===== config.mk =====
export PLATFORM = sky130hd
export DESIGN_NAME = gpio_ovr_port
export DESIGN_NICKNAME = d
export VERILOG_FILES = /design/src/rtl/gpio_ovr_pkg.sv /design/src/rtl/gpio_regs.sv /design/src/rtl/gpio_sync.sv /design/src/rtl/gpio_ovr_gen.sv /design/src/rtl/gpio_pin_mux.sv /design/src/rtl/gpio_ovr_port.sv
export SDC_FILE = /design/constraint.sdc
export NUM_CORES = 1
export LEC_CHECK = 0
export ABC_AREA = 0
export BUFFER_PORTS_ARGS = -buffer_cell sky130_fd_sc_hd__buf_2
export CORE_UTILIZATION = 42
export DETAILED_ROUTE_END_ITERATION = 7
export GPL_ROUTABILITY_DRIVEN = 0
export PLACE_DENSITY = 0.8
export SYNTH_ARGS = -nofsm -noshare
export SYNTH_HDL_FRONTEND = slang
export SYNTH_SLANG_ARGS = --single-unit

===== constraint.sdc =====
create_clock -name clk_i -period 1.85 [get_ports clk_i]
set_input_delay 0.4625 -clock clk_i [delete_from_list [all_inputs] [get_ports clk_i]]
set_output_delay 0.4625 -clock clk_i [all_outputs]
set_load 0.005 [all_outputs]

===== src/rtl/gpio_ovr_pkg.sv =====
package gpio_ovr_pkg;
  typedef enum logic [1:0] {
    REG_DIR  = 2'd0,
    REG_PORT = 2'd1,
    REG_PIN  = 2'd2,
    REG_CTRL = 2'd3
  } reg_addr_e;

  localparam int unsigned CTRL_PUD_BIT = 0;
endpackage


===== src/rtl/gpio_regs.sv =====
module gpio_regs
  import gpio_ovr_pkg::*;
#(
  parameter int unsigned W = 8
) (
  input  logic         clk_i,
  input  logic         rst_ni,
  input  logic         we_i,
  input  logic [1:0]   addr_i,
  input  logic [W-1:0] wdata_i,
  input  logic [W-1:0] pin_i,
  output logic [W-1:0] rdata_o,
  output logic [W-1:0] dir_o,
  output logic [W-1:0] port_o,
  output logic         pud_o
);
  logic [W-1:0] dir_q, port_q;
  logic         pud_q;

  always_ff @(posedge clk_i or negedge rst_ni) begin
    if (!rst_ni) begin
      dir_q  <= '0;
      port_q <= '0;
      pud_q  <= 1'b0;
    end else if (we_i) begin
      case (addr_i)
        REG_DIR:  dir_q  <= wdata_i;
        REG_PORT: port_q <= wdata_i;
        REG_PIN:  port_q <= port_q ^ wdata_i; // atomic toggle
        default:  pud_q  <= wdata_i[CTRL_PUD_BIT];
      endcase
    end
  end

  always_comb begin
    rdata_o = '0;
    case (addr_i)
      REG_DIR:  rdata_o = dir_q;
      REG_PORT: rdata_o = port_q;
      REG_PIN:  rdata_o = pin_i;
      default:  rdata_o[CTRL_PUD_BIT] = pud_q;
    endcase
  end

  assign dir_o  = dir_q;
  assign port_o = port_q;
  assign pud_o  = pud_q;

  p_toggle_r11: assert property (@(posedge clk_i) disable iff (!rst_ni)
    (we_i && addr_i == REG_PIN) |=> (port_q == ($past(port_q) ^ $past(wdata_i))));
  p_dir_write_r12: assert property (@(posedge clk_i) disable iff (!rst_ni)
    (we_i && addr_i == REG_DIR) |=> (dir_q == $past(wdata_i)));
  p_port_hold_r11: assert property (@(posedge clk_i) disable iff (!rst_ni)
    (!we_i || addr_i == REG_DIR || addr_i == REG_CTRL) |=> $stable(port_q));
endmodule


===== src/rtl/gpio_sync.sv =====
module gpio_sync #(
  parameter int unsigned W      = 8,
  parameter int unsigned STAGES = 2
) (
  input  logic         clk_i,
  input  logic         rst_ni,
  input  logic [W-1:0] d_i,
  output logic [W-1:0] q_o
);
  logic [W-1:0] stage_q [STAGES];

  for (genvar s = 0; s < STAGES; s++) begin : g_stage
    always_ff @(posedge clk_i or negedge rst_ni) begin
      if (!rst_ni) stage_q[s] <= '0;
      else if (s == 0) stage_q[s] <= d_i;
      else stage_q[s] <= stage_q[(s == 0) ? 0 : s-1];
    end
  end

  assign q_o = stage_q[STAGES-1];

  // settle counter so the delay check never looks before reset
  logic [1:0] age_q;
  always_ff @(posedge clk_i or negedge rst_ni) begin
    if (!rst_ni) age_q <= '0;
    else if (age_q != 2'd2) age_q <= age_q + 2'd1;
  end

  p_two_flop_r10: assert property (@(posedge clk_i) disable iff (!rst_ni)
    (age_q == 2'd2 && STAGES == 2) |-> (q_o == $past(d_i, 2)));
endmodule


===== src/rtl/gpio_ovr_gen.sv =====
module gpio_ovr_gen #(
  parameter int unsigned  W        = 8,
  parameter logic [W-1:0] DBG_MASK = 8'hF0
) (
  input  logic [W-1:0] port_i,
  input  logic         pud_i,
  input  logic [W-1:0] tx_en_i,
  input  logic [W-1:0] tx_data_i,
  input  logic [W-1:0] rx_en_i,
  input  logic         dbg_en_i,
  input  logic [W-1:0] pu_en_raw_i,
  input  logic [W-1:0] pu_val_raw_i,
  input  logic [W-1:0] dir_en_raw_i,
  input  logic [W-1:0] dir_val_raw_i,
  output logic [W-1:0] pu_en_o,
  output logic [W-1:0] pu_val_o,
  output logic [W-1:0] dir_en_o,
  output logic [W-1:0] dir_val_o,
  output logic [W-1:0] out_en_o,
  output logic [W-1:0] out_val_o
);
  logic [W-1:0] dbg_own;
  assign dbg_own = dbg_en_i ? DBG_MASK : '0;

  for (genvar i = 0; i < W; i++) begin : g_pin
    always_comb begin
      // pull-up priority: debug, transmit, receive, raw peripheral
      pu_en_o[i] = dbg_own[i] | tx_en_i[i] | rx_en_i[i] | pu_en_raw_i[i];
      if (dbg_own[i])      pu_val_o[i] = 1'b1;
      else if (tx_en_i[i]) pu_val_o[i] = 1'b0;
      else if (rx_en_i[i]) pu_val_o[i] = port_i[i] & ~pud_i;
      else                 pu_val_o[i] = pu_val_raw_i[i];

      dir_en_o[i]  = tx_en_i[i] | dir_en_raw_i[i];
      dir_val_o[i] = tx_en_i[i] ? 1'b1 : dir_val_raw_i[i];

      out_en_o[i]  = tx_en_i[i];
      out_val_o[i] = tx_data_i[i];
    end
  end
endmodule


===== src/rtl/gpio_pin_mux.sv =====
module gpio_pin_mux #(
  parameter int unsigned W = 8
) (
  input  logic [W-1:0] dir_i,
  input  logic [W-1:0] port_i,
  input  logic         pud_i,
  input  logic [W-1:0] pu_en_i,
  input  logic [W-1:0] pu_val_i,
  input  logic [W-1:0] dir_en_i,
  input  logic [W-1:0] dir_val_i,
  input  logic [W-1:0] out_en_i,
  input  logic [W-1:0] out_val_i,
  input  logic         scan_en_i,
  input  logic [W-1:0] scan_oe_i,
  input  logic [W-1:0] scan_out_i,
  input  logic [W-1:0] scan_pu_i,
  output logic [W-1:0] oe_o,
  output logic [W-1:0] out_o,
  output logic [W-1:0] pu_o
);
  for (genvar i = 0; i < W; i++) begin : g_pin
    logic reg_pu;
    assign reg_pu = ~dir_i[i] & port_i[i] & ~pud_i;

    always_comb begin
      if (scan_en_i) begin
        oe_o[i]  = scan_oe_i[i];
        out_o[i] = scan_out_i[i];
        pu_o[i]  = scan_pu_i[i];
      end else begin
        oe_o[i]  = dir_en_i[i] ? dir_val_i[i] : dir_i[i];
        out_o[i] = out_en_i[i] ? out_val_i[i] : port_i[i];
        pu_o[i]  = pu_en_i[i]  ? pu_val_i[i]  : reg_pu;
      end
    end
  end
endmodule


===== src/rtl/gpio_ovr_port.sv =====
module gpio_ovr_port #(
  parameter int unsigned  W        = 8,
  parameter logic [W-1:0] DBG_MASK = 8'hF0
) (
  input  logic         clk_i,
  input  logic         rst_ni,
  input  logic         bus_we_i,
  input  logic [1:0]   bus_addr_i,
  input  logic [W-1:0] bus_wdata_i,
  output logic [W-1:0] bus_rdata_o,
  input  logic [W-1:0] pad_i,
  input  logic [W-1:0] alt_tx_en_i,
  input  logic [W-1:0] alt_tx_data_i,
  input  logic [W-1:0] alt_rx_en_i,
  input  logic         dbg_en_i,
  input  logic [W-1:0] pu_ovr_en_i,
  input  logic [W-1:0] pu_ovr_val_i,
  input  logic [W-1:0] dir_ovr_en_i,
  input  logic [W-1:0] dir_ovr_val_i,
  input  logic         scan_en_i,
  input  logic [W-1:0] scan_oe_i,
  input  logic [W-1:0] scan_out_i,
  input  logic [W-1:0] scan_pu_i,
  output logic [W-1:0] pad_oe_o,
  output logic [W-1:0] pad_out_o,
  output logic [W-1:0] pad_pu_o,
  output logic [W-1:0] pin_sync_o
);
  logic [W-1:0] dir, port, pin_s;
  logic         pud;
  logic [W-1:0] pu_en, pu_val, dir_en, dir_val, out_en, out_val;

  gpio_sync #(.W(W), .STAGES(2)) u_sync (
    .clk_i, .rst_ni, .d_i(pad_i), .q_o(pin_s)
  );

  gpio_regs #(.W(W)) u_regs (
    .clk_i, .rst_ni,
    .we_i(bus_we_i), .addr_i(bus_addr_i), .wdata_i(bus_wdata_i),
    .pin_i(pin_s), .rdata_o(bus_rdata_o),
    .dir_o(dir), .port_o(port), .pud_o(pud)
  );

  gpio_ovr_gen #(.W(W), .DBG_MASK(DBG_MASK)) u_ovr (
    .port_i(port), .pud_i(pud),
    .tx_en_i(alt_tx_en_i), .tx_data_i(alt_tx_data_i), .rx_en_i(alt_rx_en_i),
    .dbg_en_i,
    .pu_en_raw_i(pu_ovr_en_i), .pu_val_raw_i(pu_ovr_val_i),
    .dir_en_raw_i(dir_ovr_en_i), .dir_val_raw_i(dir_ovr_val_i),
    .pu_en_o(pu_en), .pu_val_o(pu_val), .dir_en_o(dir_en), .dir_val_o(dir_val),
    .out_en_o(out_en), .out_val_o(out_val)
  );

  gpio_pin_mux #(.W(W)) u_mux (
    .dir_i(dir), .port_i(port), .pud_i(pud),
    .pu_en_i(pu_en), .pu_val_i(pu_val), .dir_en_i(dir_en), .dir_val_i(dir_val),
    .out_en_i(out_en), .out_val_i(out_val),
    .scan_en_i, .scan_oe_i, .scan_out_i, .scan_pu_i,
    .oe_o(pad_oe_o), .out_o(pad_out_o), .pu_o(pad_pu_o)
  );

  assign pin_sync_o = pin_s;

  p_reset_quiet_r1: assert property (@(posedge clk_i) disable iff (!rst_ni)
    $rose(rst_ni) |-> (dir == '0 && port == '0 && !pud));
  p_no_pu_on_output_r2: assert property (@(posedge clk_i) disable iff (!rst_ni)
    !scan_en_i |-> ((pad_oe_o & pad_pu_o & ~pu_en & ~dir_en) == '0));
  p_pud_blocks_reg_r3: assert property (@(posedge clk_i) disable iff (!rst_ni)
    (pud && !scan_en_i) |-> ((pad_pu_o & ~pu_en) == '0));
  p_tx_forces_r6: assert property (@(posedge clk_i) disable iff (!rst_ni)
    !scan_en_i |-> (((alt_tx_en_i & ~DBG_MASK) & (~pad_oe_o | pad_pu_o)) == '0 || dbg_en_i));
  p_rx_pud_r7: assert property (@(posedge clk_i) disable iff (!rst_ni)
    (pud && !scan_en_i && !dbg_en_i) |-> ((alt_rx_en_i & ~alt_tx_en_i & pad_pu_o) == '0));
  p_dbg_pu_r8: assert property (@(posedge clk_i) disable iff (!rst_ni)
    (dbg_en_i && !scan_en_i) |-> ((DBG_MASK & ~pad_pu_o) == '0));
  p_scan_owns_r9: assert property (@(posedge clk_i) disable iff (!rst_ni)
    scan_en_i |-> (pad_oe_o == scan_oe_i && pad_out_o == scan_out_i && pad_pu_o == scan_pu_i));
endmodule


======== Yosys cells after proc, flatten, opt, wreduce, memory -nomap -nowiden ========
Cells that the tools add are included.
cells by class
  bitwise gates (word level) .............. 67
  reduce and logical (&&, ||, !) cells .... 6
  equality and inequality tests ........... 2
  mux-type cells .......................... 84
operator list
  kind                                                  count
  2-to-1 mux 1 bit                                      80
  bitwise OR 1 bit                                      32
  AND 1 bit                                             24
  one-hot mux 7 bit (3 select lines)                    1
  one-hot mux 8 bit (2 select lines)                    1
  inverter 1 bit                                        10
  2-to-1 mux 8 bit                                      1
  XOR 8 bit                                             1
  AND reduction 2 bit                                   3
  one-hot mux 1 bit (3 select lines)                    1
  OR reduction 3 bit                                    1
  equality test 2 x 1 -> 1 bit (second input constant)  1
  equality test 2 bit (second input constant)           1
  logical NOT 2 bit                                     1
  nonzero test 2 bit                                    1
word-level totals
  input bits .............................. 103
  flip-flop bits (word level) ............. 33
  word-level logic and storage cells ...... 164

======== Longest topological paths before layout ========
  word-level depth ........................ 7
  gate-level depth with buffers ........... 7

======== Modules after synthesis ========
A second synthesis with hierarchy kept.
unflattened totals
  cell total of the unflattened synthesis .. 265
  area, all modules ....................... 2406.1 um2
by module, submodules not included
  module        instances  area an instance (um2)  cells each
  gpio_regs     1          968.4                   92
  gpio_pin_mux  1          531.8                   85
  gpio_sync     1          460.4                   24
  gpio_ovr_gen  1          445.4                   64

======== Worst setup path before layout ========
OpenSTA, ideal clock, no wires.
  kind .................................... input-to-output
  start ................................... input port bus_addr_i[0]
  end ..................................... output port bus_rdata_o[1]
  path slack .............................. 139 ps
  arrival ................................. 1249 ps
  path buffers ............................ 1
  stages on the path ...................... 5
  path through ............................ inv_1 -> ha_1 -> buf_2 -> a222oi_1 -> nor2_1
between the ends
  word-level cells in the longest chain between the ends .. 2
  elaborated cells between the ends (all ways) .. 4
ends and longest elaborated chain
  element                                      RTL line             RTL
  from (decl)                                  gpio_ovr_port.sv:8   input logic [1:0] bus_addr_i,
  equality test 2 bit (tied with other cells)  gpio_regs.sv:37      case (addr_i)
  one-hot mux 7 bit (3 select lines) (*)       gpio_regs.sv:37
  to (decl)                                    gpio_ovr_port.sv:10  output logic [W-1:0] bus_rdata_o,
Every way passes the cells marked *; elsewhere a longest branch is shown, timed or not.

======== Worst setup path in the final report ========
  start ................................... input port bus_addr_i[0]
  end ..................................... output port bus_rdata_o[3]
The elaborated chain is that of the path after synthesis.

==> run metrics <==
pin count of the biggest net entering global routing=34; Die ar.=approximately 5300 um2; sequential-to-total area share from yosys stat=between 30 and 40%; area of the core=roughly 4800 um2; top-area cell type share of the netlist area=39.26%; root buffer selected by CTS=clkbuf_8; Setup Crit Path Kind=input pin to output pin; Routed Antenna Nets=0; HP Class=input pin to asynchronous set/reset pin; hpwl dp=~4800 um; clk buf depth=2; EDFF count, synth=0; Slew headroom=between 50% and 60%; final wirelength=about 6000 um; crit-path max FO=5; WP data arrival=approximately 1.5 ns; # nets final=about 480; Setup violations, final=3; main area contributors after synthesis=dfrtp_1 (39%), o21ai_0 (5.5%), mux2_2 (4.8%); Setup crit start kind=input pin; wire per inst=between 10 and 15 um; FMAX=between 0.5 and 0.6 GHz; synthesized area per cell=roughly 9.5 um2; antenna fix cells=0; Synth area leader=dfrtp_1; Req. time, crit path=1.39 ns; total iterations of the first detailed-routing run=5; Slowest-stage cell, CP=a222oi_1; Tcrit/Tclk final=104.2%; FF-to-FF path depth=2; Sink Count=33; post-synthesis async set-or-reset flop share=100.0%; Hold WS=0.2209 ns; Synth Warn #=0; reg-to-reg startpoint=u_regs.port_o[6]; Final min period=1.928 ns; Setup Skew=between 0.0015 and 0.002 ns; Residual DRC=0; cts bufs inserted=5; CP top delay family=buffers and inverters; Avg Vias per Cell=about 5.3; CTS H-Tree Depth=2; first-pass GRT wire length=~9400 um; critical path, cell by cell=buf_12 -> inv_8 -> ha_4 -> buf_6 -> a222oi_1 -> nor2_1 -> buf_2; # hold bufs at CTS=0; RR Endpoint=u_regs.port_o[6]; PD cells=around 680 nW/um2; cell count after synthesis=around 220; Final Hold Fails=0; final worst slack=-0.07761 ns; via count=between 2000 and 2500; DR iter-0 viols=95; row cnt=25; Worst R2R Setup Slack=0.89 ns; CTS tree=built; failing checks=negative setup slack; Chip Width=between 70 and 80 um; max-cap viol count=0; status=finished, violations left; Synth Flop Type=dfrtp_1; PortBufs=approximately 140; final instance area=approximately 3100 um2; cell depth of the worst setup path=7; FF+latch count, synth=33; Max stage delay on crit path=0.34 ns; Initial Utilization=43.95%; GRT Util Overall=23.12%; I/O pins=around 140; antenna violations before repair=0; Buf/Inv on CP=4; fillcell total=roughly 400; Slew @ Worst Pin=0.6950 ns; DP Area=2834 um2; grt total ovfl=0; Die Ht=roughly 73 um; Worst-path clk slew=approximately 0.06 ns; vias in the first global route=~2100; peak supply drop=about 0.60 mV; LEAKAGE=approximately 0.0015 uW; synth unique cells=35; RSZ-0062 raised after global routing=yes; Skew-Pair Late Insertion Delay=0.28 ns; layout cells sized above 1=52.85%; Setup crit end kind=output pin; Area growth syn-to-layout=45.69%; Slew Viols, Final=0; Net Count, Synth=330; Post-Syn Area=between 2000 and 2500 um2
==> sequential cells by signal, indices dropped and copies added, names as in the netlist <==
signal / cells
u_regs.dir_o: 8
u_regs.port_o: 8
u_regs.pud_o: 1
u_sync.q_o: 8
u_sync.stage_q: 8
==> cells in the final DEF, fill, tap and decap left out, types with 4 or more instances in the layout <==
cell type,n
o21bai_1,4
inv_1,4
o211ai_1,4
buf_2,140
nor2b_1,8
nand3_1,7
a21oi_2,6
a211oi_1,5
o21ai_0,23
a31oi_1,8
and3b_1,4
nand3b_1,4
mux2i_1,10
a222oi_1,8
a21oi_1,8
buf_6,4
buf_4,13
clkbuf_8,5
o31ai_1,4
nor2_1,11
nand2_1,21
dfrtp_1,32
mux2_2,9
==> through the flow <==
step	setup slack [ns]	TNS [ns]	cells	utilization, %	total power [uW]
2_1_floorplan	0.1388	0	222	-	1237
3_3_place_gp	-0.09089	-0.5715	422	59.22	1526
3_5_place_dp	-0.1501	-0.9593	422	59.22	1545
4_1_cts	-0.009858	-0.009858	432	62.38	2075
5_1_grt	-0.09011	-0.5418	436	64.03	2219
6_report	-0.07761	-0.1051	436	64.03	2089
==> synth_stat cells, drive strengths merged, types with 2 or more instances <==
| cell | instances |
|---|---|
| o211ai | 4 |
| nand3 | 7 |
| a21oi | 14 |
| dfrtp | 33 |
| o21bai | 4 |
| a22o | 3 |
| mux2i | 10 |
| a31oi | 8 |
| and3b | 4 |
| o31ai | 4 |
| mux2 | 9 |
| inv | 6 |
| nand2 | 22 |
| nand3b | 4 |
| ha | 5 |
| nor2 | 12 |
| a222oi | 8 |
| a211oi | 8 |
| o21ai | 23 |
| clkbuf | 2 |
| buf | 18 |
| nor2b | 8 |
==> where the power goes <==
part	internal, uW	switching (uW)	leakage [uW]
Combinational	349	287	0.00111
Clock	260	246	0.0000450
Sequential	818	129	0.000386
==> routing by layer <==
metal  GRT usage, %  share of wire [%]
met5              0                  0
met4          10.02                1.5
met3          5.110                8.3
met2          40.91                 50
met1          26.86                 40
==> cell type report <==
| type | instances | area (um2) | area share, % |
|---|---|---|---|
| Multi-Input combinational cell | 162 | 1147 | 37.44 |
| Sequential cell | 33 | 827.0 | 26.99 |
| Clock inverter | 2 | 10.01 | 0.3267 |
| Inverter | 7 | 40.04 | 1.307 |
| Tap cell | 67 | 83.83 | 2.736 |
| Clock buffer | 6 | 72.57 | 2.368 |
| Timing Repair Buffer | 159 | 883.3 | 28.83 |
==> worst max path at each step <==
stage / startpoint / to
floorplan: bus_addr_i[0] / bus_rdata_o[1]
global placement: bus_addr_i[0] / bus_rdata_o[0]
detailed placement: bus_addr_i[0] / bus_rdata_o[1]
CTS: bus_addr_i[0] / bus_rdata_o[4]
global route: u_regs.dir_o[2] / pad_pu_o[2]
finish: bus_addr_i[0] / bus_rdata_o[3]
==> what timing repair did <==
item | CTS | global route
setup endpoints to repair | 12 | 16
gates resized for setup | 15 | 15
buffers inserted | 2 | 4
pin swaps | 3 | 10
==> logic make-up (layout without fill, tap and decap cells) <==
family | count (synthesis) | count (layout) | share of synthesized area (%)
AO/OA/AOI/OAI | 78 | 78 | 25.52
AND/OR/NAND/NOR | 60 | 60 | 14.46
flip-flops | 33 | 33 | 39.26
buffers and inverters | 27 | 174 | 8.209
multiplexers | 19 | 19 | 9.578
adder cells (fa/ha/maj) | 5 | 5 | 2.974
Note: power is estimated with default switching activity, not from simulation.
